===== src/rtl/rtc_cal_pkg.sv =====
`timescale 1ns/1ps
package rtc_cal_pkg;
   typedef logic [7:0] bcd8_t;

   typedef enum logic [3:0] {
      REG_CTRL_A = 4'h0,
      REG_CTRL_B = 4'h1,
      REG_SEC    = 4'h2,
      REG_MIN    = 4'h3,
      REG_HOUR   = 4'h4,
      REG_DAY    = 4'h5,
      REG_WDAY   = 4'h6,
      REG_MONTH  = 4'h7,
      REG_YEAR   = 4'h8,
      REG_AMIN   = 4'h9,
      REG_AHOUR  = 4'hA,
      REG_ADAY   = 4'hB,
      REG_AWDAY  = 4'hC
   } reg_addr_e;

   localparam int ALM_FIELDS = 4;
   localparam int FREEZE_BIT = 5;
   localparam int FLAG_BIT   = 3;
   localparam int IE_BIT     = 1;

   typedef struct packed {
      bcd8_t sec;
      bcd8_t min;
      bcd8_t hour;
      bcd8_t day;
      bcd8_t wday;
      bcd8_t month;
      bcd8_t year;
      logic  century;
   } caltime_t;

   // one decimal step: low digit 9 rolls into the high digit
   function automatic bcd8_t bcd_step(bcd8_t v);
      if (v[3:0] >= 4'd9) return {v[7:4] + 4'd1, 4'd0};
      else                return {v[7:4], v[3:0] + 4'd1};
   endfunction

   // divisible by 4: even tens digit with units 0/4/8, odd tens with 2/6
   function automatic logic leap_bcd(bcd8_t y);
      if (y[4]) return (y[3:0] == 4'd2) || (y[3:0] == 4'd6);
      else      return (y[3:0] == 4'd0) || (y[3:0] == 4'd4) || (y[3:0] == 4'd8);
   endfunction

   function automatic bcd8_t month_last(bcd8_t m, logic leap);
      case (m)
         8'h02:                      return leap ? 8'h29 : 8'h28;
         8'h04, 8'h06, 8'h09, 8'h11: return 8'h30;
         default:                    return 8'h31;
      endcase
   endfunction
endpackage


===== src/rtl/rtc_tick_gen.sv =====
`timescale 1ns/1ps
module rtc_tick_gen #(
   parameter int PRESCALE = 32768
) (
   input  logic clk,
   input  logic rst_n,
   input  logic tick_en,
   input  logic hold,
   output logic sec_tick
);
   if (PRESCALE < 1) begin : g_bad_prescale
      $error("rtc_tick_gen: PRESCALE must be at least 1");
   end

   if (PRESCALE == 1) begin : g_direct
      assign sec_tick = tick_en & ~hold;
   end else begin : g_count
      localparam int CW = $clog2(PRESCALE);
      localparam logic [CW-1:0] LAST = CW'(PRESCALE - 1);
      logic [CW-1:0] cnt_q;

      always_ff @(posedge clk or negedge rst_n) begin
         if (!rst_n)       cnt_q <= '0;
         else if (hold)    cnt_q <= '0;
         else if (tick_en) cnt_q <= (cnt_q == LAST) ? '0 : cnt_q + 1'b1;
      end

      assign sec_tick = tick_en & ~hold & (cnt_q == LAST);

      assert_hold_clears_R3: assert property (@(posedge clk) disable iff (!rst_n)
         hold |=> (cnt_q == '0));
   end
endmodule


===== src/rtl/rtc_cal_counter.sv =====
`timescale 1ns/1ps
module rtc_cal_counter
   import rtc_cal_pkg::*;
(
   input  logic       clk,
   input  logic       rst_n,
   input  logic       sec_tick,
   input  logic       wr_en,
   input  logic [3:0] wr_addr,
   input  logic [7:0] wr_data,
   output caltime_t   cal_q,
   output logic       vlow_q,
   output logic       min_start_q
);
   localparam caltime_t CAL_RESET = '{sec: 8'h00, min: 8'h00, hour: 8'h00,
                                      day: 8'h01, wday: 8'h00, month: 8'h01,
                                      year: 8'h00, century: 1'b0};

   caltime_t nxt;
   logic     c_min, c_hour, c_day, c_mon, c_year;
   logic     sec_wr;

   assign sec_wr = wr_en && (wr_addr == REG_SEC);

   always_comb begin
      nxt    = cal_q;
      c_min  = 1'b0;
      c_hour = 1'b0;
      c_day  = 1'b0;
      c_mon  = 1'b0;
      c_year = 1'b0;
      if (sec_tick) begin
         if (cal_q.sec == 8'h59) begin nxt.sec = 8'h00; c_min = 1'b1; end
         else nxt.sec = bcd_step(cal_q.sec) & 8'h7F;
      end
      if (c_min) begin
         if (cal_q.min == 8'h59) begin nxt.min = 8'h00; c_hour = 1'b1; end
         else nxt.min = bcd_step(cal_q.min) & 8'h7F;
      end
      if (c_hour) begin
         if (cal_q.hour == 8'h23) begin nxt.hour = 8'h00; c_day = 1'b1; end
         else nxt.hour = bcd_step(cal_q.hour) & 8'h3F;
      end
      if (c_day) begin
         nxt.wday = (cal_q.wday >= 8'h06) ? 8'h00 : cal_q.wday + 8'h01;
         if (cal_q.day == month_last(cal_q.month, leap_bcd(cal_q.year))) begin
            nxt.day = 8'h01;
            c_mon   = 1'b1;
         end else nxt.day = bcd_step(cal_q.day) & 8'h3F;
      end
      if (c_mon) begin
         if (cal_q.month == 8'h12) begin nxt.month = 8'h01; c_year = 1'b1; end
         else nxt.month = bcd_step(cal_q.month) & 8'h1F;
      end
      if (c_year) begin
         if (cal_q.year == 8'h99) begin
            nxt.year    = 8'h00;
            nxt.century = ~cal_q.century;
         end else nxt.year = bcd_step(cal_q.year);
      end
      // a register write takes priority over the carry into that field
      if (wr_en) begin
         case (wr_addr)
            REG_SEC:   nxt.sec  = {1'b0, wr_data[6:0]};
            REG_MIN:   nxt.min  = {1'b0, wr_data[6:0]};
            REG_HOUR:  nxt.hour = {2'b0, wr_data[5:0]};
            REG_DAY:   nxt.day  = {2'b0, wr_data[5:0]};
            REG_WDAY:  nxt.wday = {5'b0, wr_data[2:0]};
            REG_MONTH: begin
               nxt.month   = {3'b0, wr_data[4:0]};
               nxt.century = wr_data[7];
            end
            REG_YEAR:  nxt.year = wr_data;
            default:   ;
         endcase
      end
   end

   always_ff @(posedge clk or negedge rst_n) begin
      if (!rst_n) begin
         cal_q       <= CAL_RESET;
         vlow_q      <= 1'b1;
         min_start_q <= 1'b0;
      end else begin
         cal_q       <= nxt;
         min_start_q <= c_min;
         if (sec_wr) vlow_q <= 1'b0;
      end
   end

   assert_sec_wrap_R4: assert property (@(posedge clk) disable iff (!rst_n)
      (sec_tick && cal_q.sec == 8'h59 && !sec_wr) |=> (cal_q.sec == 8'h00));
   assert_minute_edge_R8: assert property (@(posedge clk) disable iff (!rst_n)
      (min_start_q && !$past(sec_wr)) |-> (cal_q.sec == 8'h00));
   assert_vl_clear_R7: assert property (@(posedge clk) disable iff (!rst_n)
      sec_wr |=> !vlow_q);
   assert_vl_no_rise_R7: assert property (@(posedge clk) disable iff (!rst_n)
      !vlow_q |=> !vlow_q);
endmodule


===== src/rtl/rtc_alarm_unit.sv =====
`timescale 1ns/1ps
module rtc_alarm_unit
   import rtc_cal_pkg::*;
#(
   parameter int NF = ALM_FIELDS
) (
   input  logic                clk,
   input  logic                rst_n,
   input  logic                min_start,
   input  logic [NF-1:0][7:0]  cur_time,
   input  logic                wr_en,
   input  logic [3:0]          wr_addr,
   input  logic [7:0]          wr_data,
   output logic [NF-1:0][7:0]  alm_regs,
   output logic                flag_q,
   output logic                ie_q,
   output logic                irq_n
);
   if (NF != 4) begin : g_bad_nf
      $error("rtc_alarm_unit: exactly four alarm fields are decoded");
   end

   // value masks, index 0 = minute, then hour, day, weekday
   localparam logic [3:0][7:0] FMASK = {8'h07, 8'h3F, 8'h3F, 8'h7F};

   logic [NF-1:0] en, eq;
   logic          hit, ctl_wr;

   for (genvar i = 0; i < NF; i++) begin : g_field
      localparam logic [3:0] FA = 4'(int'(REG_AMIN) + i);
      always_ff @(posedge clk or negedge rst_n) begin
         if (!rst_n)                           alm_regs[i] <= 8'h80;
         else if (wr_en && (wr_addr == FA))    alm_regs[i] <= wr_data & (FMASK[i] | 8'h80);
      end
      assign en[i] = ~alm_regs[i][7];
      assign eq[i] = (alm_regs[i] & FMASK[i]) == (cur_time[i] & FMASK[i]);
   end

   assign hit    = (|en) && (&(eq | ~en));
   assign ctl_wr = wr_en && (wr_addr == REG_CTRL_B);

   always_ff @(posedge clk or negedge rst_n) begin
      if (!rst_n) begin
         flag_q <= 1'b0;
         ie_q   <= 1'b0;
      end else begin
         if (ctl_wr) ie_q <= wr_data[IE_BIT];
         if (min_start && hit)                  flag_q <= 1'b1;
         else if (ctl_wr && !wr_data[FLAG_BIT]) flag_q <= 1'b0;
      end
   end

   assign irq_n = ~(flag_q & ie_q);

   assert_flag_sticky_R9: assert property (@(posedge clk) disable iff (!rst_n)
      (flag_q && !(ctl_wr && !wr_data[FLAG_BIT])) |=> flag_q);
   assert_flag_cause_R8: assert property (@(posedge clk) disable iff (!rst_n)
      $rose(flag_q) |-> $past(min_start));
   assert_no_empty_match_R8: assert property (@(posedge clk) disable iff (!rst_n)
      (min_start && en == '0 && !ctl_wr) |=> $stable(flag_q));
   assert_irq_level_R10: assert property (@(posedge clk) disable iff (!rst_n)
      (flag_q && ie_q && !ctl_wr && !min_start) |=> !irq_n);
endmodule


===== src/rtl/rtc_core.sv =====
`timescale 1ns/1ps
module rtc_core
   import rtc_cal_pkg::*;
#(
   parameter int PRESCALE = 32768
) (
   input  logic       clk,
   input  logic       rst_n,
   input  logic       tick_en,
   input  logic [3:0] addr,
   input  logic [7:0] wdata,
   input  logic       we,
   output logic [7:0] rdata,
   output logic       alarm_n
);
   caltime_t                      cal_q;
   logic                          freeze_q, sec_tick, vlow_q, min_start;
   logic [ALM_FIELDS-1:0][7:0]    alm_regs;
   logic                          flag_q, ie_q;

   always_ff @(posedge clk or negedge rst_n) begin
      if (!rst_n)                             freeze_q <= 1'b0;
      else if (we && addr == REG_CTRL_A)      freeze_q <= wdata[FREEZE_BIT];
   end

   rtc_tick_gen #(.PRESCALE(PRESCALE)) u_tick (
      .clk(clk), .rst_n(rst_n), .tick_en(tick_en), .hold(freeze_q), .sec_tick(sec_tick)
   );

   rtc_cal_counter u_cal (
      .clk(clk), .rst_n(rst_n), .sec_tick(sec_tick),
      .wr_en(we), .wr_addr(addr), .wr_data(wdata),
      .cal_q(cal_q), .vlow_q(vlow_q), .min_start_q(min_start)
   );

   rtc_alarm_unit #(.NF(ALM_FIELDS)) u_alarm (
      .clk(clk), .rst_n(rst_n), .min_start(min_start),
      .cur_time({cal_q.wday, cal_q.day, cal_q.hour, cal_q.min}),
      .wr_en(we), .wr_addr(addr), .wr_data(wdata),
      .alm_regs(alm_regs), .flag_q(flag_q), .ie_q(ie_q), .irq_n(alarm_n)
   );

   always_comb begin
      case (addr)
         REG_CTRL_A: rdata = 8'(freeze_q) << FREEZE_BIT;
         REG_CTRL_B: rdata = (8'(flag_q) << FLAG_BIT) | (8'(ie_q) << IE_BIT);
         REG_SEC:    rdata = cal_q.sec | {vlow_q, 7'b0};
         REG_MIN:    rdata = cal_q.min;
         REG_HOUR:   rdata = cal_q.hour;
         REG_DAY:    rdata = cal_q.day;
         REG_WDAY:   rdata = cal_q.wday;
         REG_MONTH:  rdata = cal_q.month | {cal_q.century, 7'b0};
         REG_YEAR:   rdata = cal_q.year;
         REG_AMIN:   rdata = alm_regs[0];
         REG_AHOUR:  rdata = alm_regs[1];
         REG_ADAY:   rdata = alm_regs[2];
         REG_AWDAY:  rdata = alm_regs[3];
         default:    rdata = 8'h00;
      endcase
   end

   assert_freeze_holds_R3: assert property (@(posedge clk) disable iff (!rst_n)
      (freeze_q && !we) |=> $stable(cal_q));
   assert_irq_needs_enable_R10: assert property (@(posedge clk) disable iff (!rst_n)
      !ie_q |-> alarm_n);
endmodule


===== config.mk =====
export PLATFORM = sky130hd
export DESIGN_NAME = rtc_core
export DESIGN_NICKNAME = d
export VERILOG_FILES = /design/src/rtl/rtc_cal_pkg.sv /design/src/rtl/rtc_tick_gen.sv /design/src/rtl/rtc_cal_counter.sv /design/src/rtl/rtc_alarm_unit.sv /design/src/rtl/rtc_core.sv
export SDC_FILE = /design/constraint.sdc
export NUM_CORES = 1
export LEC_CHECK = 0
export BUFFER_PORTS_ARGS = -buffer_cell sky130_fd_sc_hd__buf_4
export CAP_MARGIN = 20
export CELL_PAD_IN_SITES_DETAIL_PLACEMENT = 0
export CELL_PAD_IN_SITES_GLOBAL_PLACEMENT = 1
export CORE_AREA = 4 4 130 132
export DETAILED_ROUTE_END_ITERATION = 6
export DIE_AREA = 0 0 134 136
export HOLD_SLACK_MARGIN = 0.05
export PLACE_DENSITY_LB_ADDON = 0.1
export SLEW_MARGIN = 20
export SYNTH_ARGS = -nofsm -noshare
export SYNTH_HDL_FRONTEND = slang
export SYNTH_SLANG_ARGS = --single-unit

===== constraint.sdc =====
create_clock -name clk -period 2.6 [get_ports clk]
set_input_delay 0.13 -clock clk [delete_from_list [all_inputs] [get_ports clk]]
set_output_delay 0.13 -clock clk [all_outputs]
set_load 0.005 [all_outputs]

# ---- Word-level counts from Yosys, hierarchy flattened
# Cells that the tools add are included.
# W data, S select, Z words.
dict set report word_totals {
  wordCells 157
  inputBits 16
  register_bits 103
}
dict set report classes {
  n_mux 50
  eq_ne 32
  reduce_logical 21
  order_cmp 7
  addsub 14
  bitwise 15
}
# op n
set ops {}
lappend ops {{$mux W8} 15}
lappend ops {{$pmux W8 S13} 1}
lappend ops {{$mux W57} 1}
lappend ops {{$mux W15} 3}
lappend ops {{$add A4 B1 Y4 const B} 7}
lappend ops {{$mux W7} 4}
lappend ops {{$eq A4 B3 Y1 const B} 6}
lappend ops {{$eq A4 B4 Y1 const B} 6}
lappend ops {{$ge A4 B4 Y1 const B} 6}
lappend ops {{$mux W6} 4}
lappend ops {{$mux W1} 17}
lappend ops {{$eq A8 B3 Y1 const B} 2}
lappend ops {{$eq A8 B5 Y1 const B} 2}
lappend ops {{$eq A8 B7 Y1 const B} 2}
lappend ops {{$mux W16} 1}
lappend ops {{$or A8 B8 Y8} 2}
lappend ops {{$pmux W8 S2} 1}
lappend ops {{$add A15 B1 Y15 const B} 1}
lappend ops {{$eq A15 B15 Y1 const B} 1}
lappend ops {{$eq A4 B2 Y1 const B} 3}
lappend ops {{$eq A6 B6 Y1} 2}
lappend ops {{$logic_and A1 B1 Y1} 10}
lappend ops {{$mux W5} 2}
lappend ops {{$mux W9} 1}
lappend ops {{24 further kinds} 39}

# ---- Longest topological paths before layout
# Gate-level depths: netlist (run 1).
dict set report logic_depth {
  depth_word 17
  ltp_mapped 10
  mapped_depth_nobuf 9
}

# ---- Cells and area by module
# Synthesis (run 1) repeated with hierarchy kept, for this count alone.
dict set report unflattened {
  cells_unflattened 772
  hier_area_um2 7248.2
}
# module instances cells_each area_each_um2
set by_module_without_submodules {}
lappend by_module_without_submodules {rtc_cal_counter 1 433 3948.8}
lappend by_module_without_submodules {rtc_alarm_unit 1 107 1405.1}
lappend by_module_without_submodules {rtc_core 1 139 999.7}
lappend by_module_without_submodules {rtc_tick_gen 1 93 894.6}

# ---- Least setup slack after synthesis (run 1)
# Ideal clock, no wire load.
dict set report synth_path {
  path_type {register -> register}
  startpoint {register u_cal.cal_q[9] (netlist name)}
  endpoint {register u_cal.cal_q[6] (netlist name)}
  path_stages_with_launch 10
  arrival_time_ps 2392
  path_buffers 1
  required_ps 2531
  period_less_slack_ps 2461
  setup_slack_ps 139
  cell_sequence {dfstp_2 inv_1 ha_1 or2_1 a32oi_1 o21ai_1 mux2_4 buf_6 or4_1 nand3_1}
}

==> run metrics, run 1 <==
status=completed; Tmin final=2.48 ns; Antenna Nets Post-Route=0; Tcrit/Tclk final=0.953; Slew Limit Fails=0; # rows=46; PD cells=668 mW/mm^2; Post-Syn Instances=774; Seq/Total Area, Yosys=0.378; startpoint types=flop; RSZ-0062 raised after global routing=no; met3 usage=0.0411; dpl cell area=0.00739 mm^2; HP Class=primary input to flop; R2R Path Start=u_cal.cal_q[9]; Ports=25; detailed placement HPWL=16500 um; WP buf/inv=2; share of the synthesized area in the top cell type=0.351; R2R setup slack=0.12 ns; Comb pwr share=0.296; core area=0.0157 mm^2; final setup margin=0.122 ns; Worst-Margin Slew=0.953 ns; largest net degree at the start of global routing=55; Skew-Pair Late Insertion Delay=0.36 ns; Data arrival, critical path=2.77 ns; Peak Freq=404 MHz; WP data required=2.90 ns; relative slew slack=0.362; Worst VDD drop=0.000355 V; non-filler cells, final=1022; Synth Flop Type=dfrtp_1; sequential share of power=0.438; Post-synth EDFFs=0; met2 usage=0.404; Pre-antenna DRT Iters=5; Die W=134 um; clock root cell=clkbuf_16; Syn Nets=821; Clk pwr share=0.266; CTS Sinks=103; Remaining DRCs=0; worst min-delay path startpoint=wdata[6]; max incr delay on CP=0.54 ns; CP delay by family, top=simple AND/OR/NAND/NOR gates; wire per inst=22.1 um; clk_skew=0.00906 ns; top-count cell post-synth=dfrtp_1; diode count=0; met1 GRT Util=0.360; peak fanout along the critical path=8; vias in the first global route=6012; Port Buffers=24; # H-tree levels=3; Routed WL=22600 um; FF-to-FF End=u_cal.cal_q[4]; Area Overhead vs Synth=12.8%; Psw=0.00182 W; worst reg2reg path depth=9; placed cell count=1004; Tot GR Track Use=0.255; most area-consuming cells after synthesis=dfrtp_1 (35%), ha_1 (5.7%), mux2_2 (4.9%); TNS Setup=0 ns; synthesized area per cell=8.85 um^2; Initial DRC Count=569; Nets=848; final instance area=0.00773 mm^2; Int Power=0.00334 W; DP Worst Slack=0.105 ns; CP max stage cell=dfstp_2; CTS tree=built; CP Cell Sequence=inv_1 -> ha_2 -> or2_1 -> a32oi_1 -> o21ai_2 -> mux2_4 -> buf_12 -> or4_1 -> nand3_1; die area=0.0182 mm^2; post-synthesis register bit count=103; hold endpoint=u_cal.cal_q[55]; remaining global-route overflow=0; Hold WS=0.0656 ns; P_leak=3.26 nW; clock-pin slew on the worst setup and hold paths=0.07 ns; top cells by instance count after synthesis=dfrtp_1 (96), nand2_1 (76), nor2_1 (62); # setup viols final=0; Die Ht=136 um; Syn Std Cell Area=0.00685 mm^2; # Max-Cap Violations=0; Syn. warnings=0; ys async rst share=1.00; GP Congestion=0.904; crit path from=u_cal.cal_q[9]; Sw Share=0.353; Netlist cell types=70; Clock Path Buffers=2; Vias/cell=6.03; first-pass GRT wire length=35800 um; gr busiest metal=met2; DR vias=6162; share of layout cells above drive strength 1=0.161; Hold Path Depth=3; Initial Utilization=0.436; crit end category=flop; total CTS buffers=9; fill count=1539; area leader, netlist=dfrtp_1; final-report hold violation count=0; initial antenna violation count=0; Crit Path Category=flop to flop
[per-stage QoR]
| step | total power (W) | util |
|---|---|---|
| floorplan | 0.00319 | - |
| global placement | 0.00376 | 0.471 |
| detailed placement | 0.00379 | 0.471 |
| CTS | 0.00516 | 0.489 |
| global route | 0.00546 | 0.492 |
| finish | 0.00516 | 0.492 |
[state kept, by name, indices dropped and copies added (netlist names)]
name and flops:
freeze_q 1, u_cal.min_start_q 1, u_alarm.flag_q 1, u_cal.cal_q 57, u_cal.vlow_q 1, u_tick.g_count.cnt_q 15
u_alarm.alm_regs 26, u_alarm.ie_q 1
[timing repair]
item	in CTS	in global routing
gates resized for setup	0	6
endpoints found under the setup margin	0	5
setup buffers	0	1
hold buffers	1	0
hold endpoints to repair	44	0
[area by class of cell]
| cell class | instances | area (um^2) | share of cell area |
|---|---|---|---|
| repair buffers | 66 | 523 | 0.0677 |
| inverters | 27 | 101 | 0.0131 |
| multi-input cells | 594 | 3960 | 0.512 |
| clock inverters | 3 | 46.3 | 0.00599 |
| clock buffers | 13 | 240 | 0.0311 |
| well taps | 216 | 270 | 0.0350 |
| flip-flops and latches | 103 | 2590 | 0.335 |
[worst min-delay path: stages]
cell and delay (ns):
buf_4 0.13, nand2_1 0.05, o21ai_1 0.07
[metal layers]
metal | wire (um) | share of wire | up-vias
met2 | 10400 | 0.46 | 192
li1 | - | - | 2858
met5 | 0 | 0 | -
met4 | 671 | 0.030 | 0
met1 | 10300 | 0.45 | 3075
met3 | 1230 | 0.054 | 37
[how the worst max path moves through the flow]
stage / end / slack (ns) / depth (start not counted)
after floorplan: u_cal.cal_q[6] / 0.14 / 9
after global placement: u_cal.cal_q[0] / 0.15 / 8
after detailed placement: u_cal.cal_q[8] / 0.11 / 8
after CTS: u_cal.cal_q[8] / 0.09 / 8
after global routing: u_cal.cal_q[4] / 0.005 / 9
final: u_cal.cal_q[4] / 0.12 / 9
[cell families after synthesis]
group	after synthesis	share of synthesized area
XOR/XNOR	39	0.0499
multiplexers	41	0.0680
buffers and inverters	77	0.0462
flip-flops	103	0.378
adder cells (fa/ha/maj)	31	0.0567
AND/OR/NAND/NOR	298	0.229
AO/OA/AOI/OAI	185	0.173
[cell usage in the layout, fill, tap and decap left out, types with 26 or more instances in the layout]
cell type,count
nor2_1,62
mux2_2,30
nand2_1,76
dfrtp_1,95
inv_1,26
o21ai_0,55
a31oi_1,29
buf_4,63
ha_1,30
a21oi_1,27
[power by group through the flow]
stage	clock (W)	sequential, W	combinational [W]
2_1_floorplan	0	0.00213	0.00106
3_3_place_gp	0	0.00227	0.00149
3_5_place_dp	0	0.00228	0.00151
4_1_cts	0.00139	0.00225	0.00152
5_1_grt	0.00146	0.00230	0.00171
6_report	0.00137	0.00226	0.00153
(Power assumes the default switching activity.)
==> run 2, diff against run 1 <==
CORE_AREA = 4 4 129 131   (was 4 4 130 132)
DIE_AREA = 0 0 133 135   (was 0 0 134 136)
clock period = 2.4 ns   (was 2.6 ns; I/O delays follow)
==> run 2 against run 1 <==
  * Fmax rose by 2.8%
  * Routed wire length rose by 1.2%
  * Non-clock buffer count up 34
  * Die area is 1.5% lower
  * Critical endpoint is now u_cal.cal_q[6]
  * Highest routed layer unchanged
  * Critical path type unchanged
  * Largest cell class unchanged
  * Critical path depth shrank 1
  * Via count up 3.8%
  * The flow now finishes with violations (negative setup slack)
==> run metrics, run 2 (same netlist as run 1, synthesis figures left out) <==
Vias/cell=6.05 (was 6.03); vias in the first global route=6164 (was 6012); total CTS buffers=9 (unchanged); Slew Limit Fails=0 (unchanged); R2R Path Start=u_cal.cal_q[9] (unchanged); Multi-input gate area=0.00405 mm^2 (was 0.00396 mm^2); Pre-antenna DRT Iters=7 (was 5); core area=0.0156 mm^2 (was 0.0157 mm^2); Die W=133 um (was 134 um); clk_skew=0.00810 ns (was 0.00906 ns); Initial Utilization=0.439 (was 0.436); # H-tree levels=3 (unchanged); Tmin final=2.41 ns (was 2.48 ns); R2R setup slack=-0.01 ns (was 0.12 ns); status=finished with violations (was completed); crit end category=flop (unchanged); RSZ-0062 raised after global routing=yes (was no); Routed WL=22900 um (was 22600 um); PD cells=706 mW/mm^2 (was 668 mW/mm^2); initial antenna violation count=0 (unchanged); HP Class=primary input to flop (unchanged); Skew-Pair Late Insertion Delay=0.36 ns (about the same); Remaining DRCs=0 (unchanged); Psw=0.00207 W (was 0.00182 W); Data arrival, critical path=2.70 ns (was 2.77 ns); Tcrit/Tclk final=1.00 (was 0.953); Hold WS=0.103 ns (was 0.0656 ns); Setup crit end=u_cal.cal_q[6] (was u_cal.cal_q[4]); largest net degree at the start of global routing=46 (was 55); sequential share of power=0.414 (was 0.438); die area=0.0180 mm^2 (was 0.0182 mm^2); TNS Setup=-0.00959 ns (was 0 ns); Clock Path Buffers=2 (unchanged); clock-pin slew on the worst setup and hold paths=0.07 ns (about the same); remaining global-route overflow=0 (unchanged); Worst VDD drop=0.000386 V (was 0.000355 V); FF/Latch Area=0.00259 mm^2 (about the same); crit path from=u_cal.cal_q[9] (unchanged); detailed placement HPWL=16700 um (was 16500 um); Clk pwr share=0.255 (was 0.266); clock root cell=clkbuf_16 (unchanged); # rows=46 (unchanged); Port Buffers=24 (unchanged); share of layout cells above drive strength 1=0.213 (was 0.161); relative slew slack=0.532 (was 0.362); Int Power=0.00363 W (was 0.00334 W); final setup margin=-0.00959 ns (was 0.122 ns); Peak Freq=415 MHz (was 404 MHz); commonest non-fill, non-tap cell in the layout=dfrtp_1 (unchanged); fill count=1462 (was 1539); Largest regs=u_cal.cal_q: 57 flops, u_alarm.alm_regs: 26 flops, u_tick.g_count.cnt_q: 15 flops (unchanged); Largest Register=u_cal.cal_q (unchanged); startpoint types=flop (unchanged); placed cell count=1029 (was 1004); max reg flops=57 (unchanged); non-filler cells, final=1057 (was 1022); WP data required=2.69 ns (was 2.90 ns); CP max stage cell=or4_1 (was dfstp_2); Sw Share=0.363 (was 0.353); Initial DRC Count=453 (was 569); Tot GR Track Use=0.258 (was 0.255); Area Overhead vs Synth=18.0% (was 12.8%); Die Ht=135 um (was 136 um); peak fanout along the critical path=5 (was 8); FF-to-FF End=u_cal.cal_q[6] (was u_cal.cal_q[4]); max incr delay on CP=0.53 ns (was 0.54 ns); Nets=883 (was 848); Antenna Nets Post-Route=0 (unchanged); Crit Path Category=flop to flop (unchanged); Ports=25 (unchanged); Comb pwr share=0.331 (was 0.296); wire per inst=21.6 um (was 22.1 um); CTS tree=built (unchanged); most frequent cells in the layout=dfrtp_1 (96), buf_4 (93), nand2_1 (76) (was dfrtp_1 (95), nand2_1 (76), buf_4 (63)); violated checks=negative setup slack; final-report hold violation count=0 (unchanged); CTS Sinks=103 (unchanged); Tot Pwr=0.00570 W (was 0.00516 W); first-pass GRT wire length=35800 um (unchanged); diode count=0 (unchanged); # Max-Cap Violations=0 (unchanged); worst reg2reg path depth=8 (was 9); GP Congestion=0.911 (was 0.904); Worst-Margin Slew=0.700 ns (was 0.953 ns); # setup viols final=1 (was 0); DR vias=6397 (was 6162); P_leak=3.44 nW (was 3.26 nW); final core utilization=0.518 (was 0.492); CP Cell Sequence=inv_2 -> ha_4 -> nor4b_4 -> and4b_1 -> o211ai_1 -> mux2_4 -> or4_1 -> nand3_1 (was inv_1 -> ha_2 -> or2_1 -> a32oi_1 -> o21ai_2 -> mux2_4 -> buf_12 -> or4_1 -> nand3_1)
## run 2: what timing repair did
action | CTS | global route
endpoints found under the hold margin | 36 | 0
pin swaps | 1 | 11
cloned | 1 | 0
endpoints found under the setup margin | 9 | 18
gates resized for setup | 4 | 19
setup buffers | 3 | 6
hold buffers | 2 | 0
## run 2: metal layers
layer / global-route usage / vias up / part of all wire
met5: 0 / - / 0
met4: 0.103 / 0 / 0.035
met3: 0.0462 / 49 / 0.071
met2: 0.399 / 257 / 0.45
met1: 0.361 / 3159 / 0.44
li1: - / 2932 / -
## run 2: how the worst min path moves through the flow
stage          startpoint               to  cells past startpoint
3_5_place_dp        rst_n  u_cal.cal_q[11]                      1
6_report         wdata[7]   u_cal.cal_q[8]                      3
4_1_cts          wdata[7]   u_cal.cal_q[8]                      3
3_3_place_gp        rst_n  u_cal.cal_q[13]                      1
2_1_floorplan       rst_n         freeze_q                      0
5_1_grt          wdata[5]  u_cal.cal_q[54]                      3
## run 2: cell type report
class | instances | share of cell area
Clock buffer | 10 | 0.0283
Clock inverter | 6 | 0.00650
Inverter | 27 | 0.0125
Multi-Input combinational cell | 595 | 0.501
Sequential cell | 103 | 0.320
Tap cell | 216 | 0.0335
Timing Repair Buffer | 100 | 0.0980
## run 2: stage by stage
stage / setup slack, ns / cell area [um^2]
finish: -0.00959 / 8080
floorplan: 0.00744 / 6850
global placement: -0.0307 / 7600
global route: -0.0645 / 8080
detailed placement: -0.113 / 7600
CTS: -0.0292 / 7960
## run 2: power by group through the flow
stage | logic, W | registers (W) | clock network [W]
3_5_place_dp | 0.00181 | 0.00238 | 0
5_1_grt | 0.00208 | 0.00240 | 0.00157
3_3_place_gp | 0.00178 | 0.00238 | 0
4_1_cts | 0.00184 | 0.00235 | 0.00150
6_report | 0.00189 | 0.00236 | 0.00145
2_1_floorplan | 0.00115 | 0.00231 | 0
## run 2: critical path: cells and delay by family (launching register included)
family / cells / cell delay, ns
muxes: 1 / 0.35
AOI/OAI and AO/OA: 1 / 0.17
buffers and inverters: 1 / 0.08
and+or+nand+nor: 4 / 1.23
DFF: 1 / 0.37
adders and majority gates: 1 / 0.14
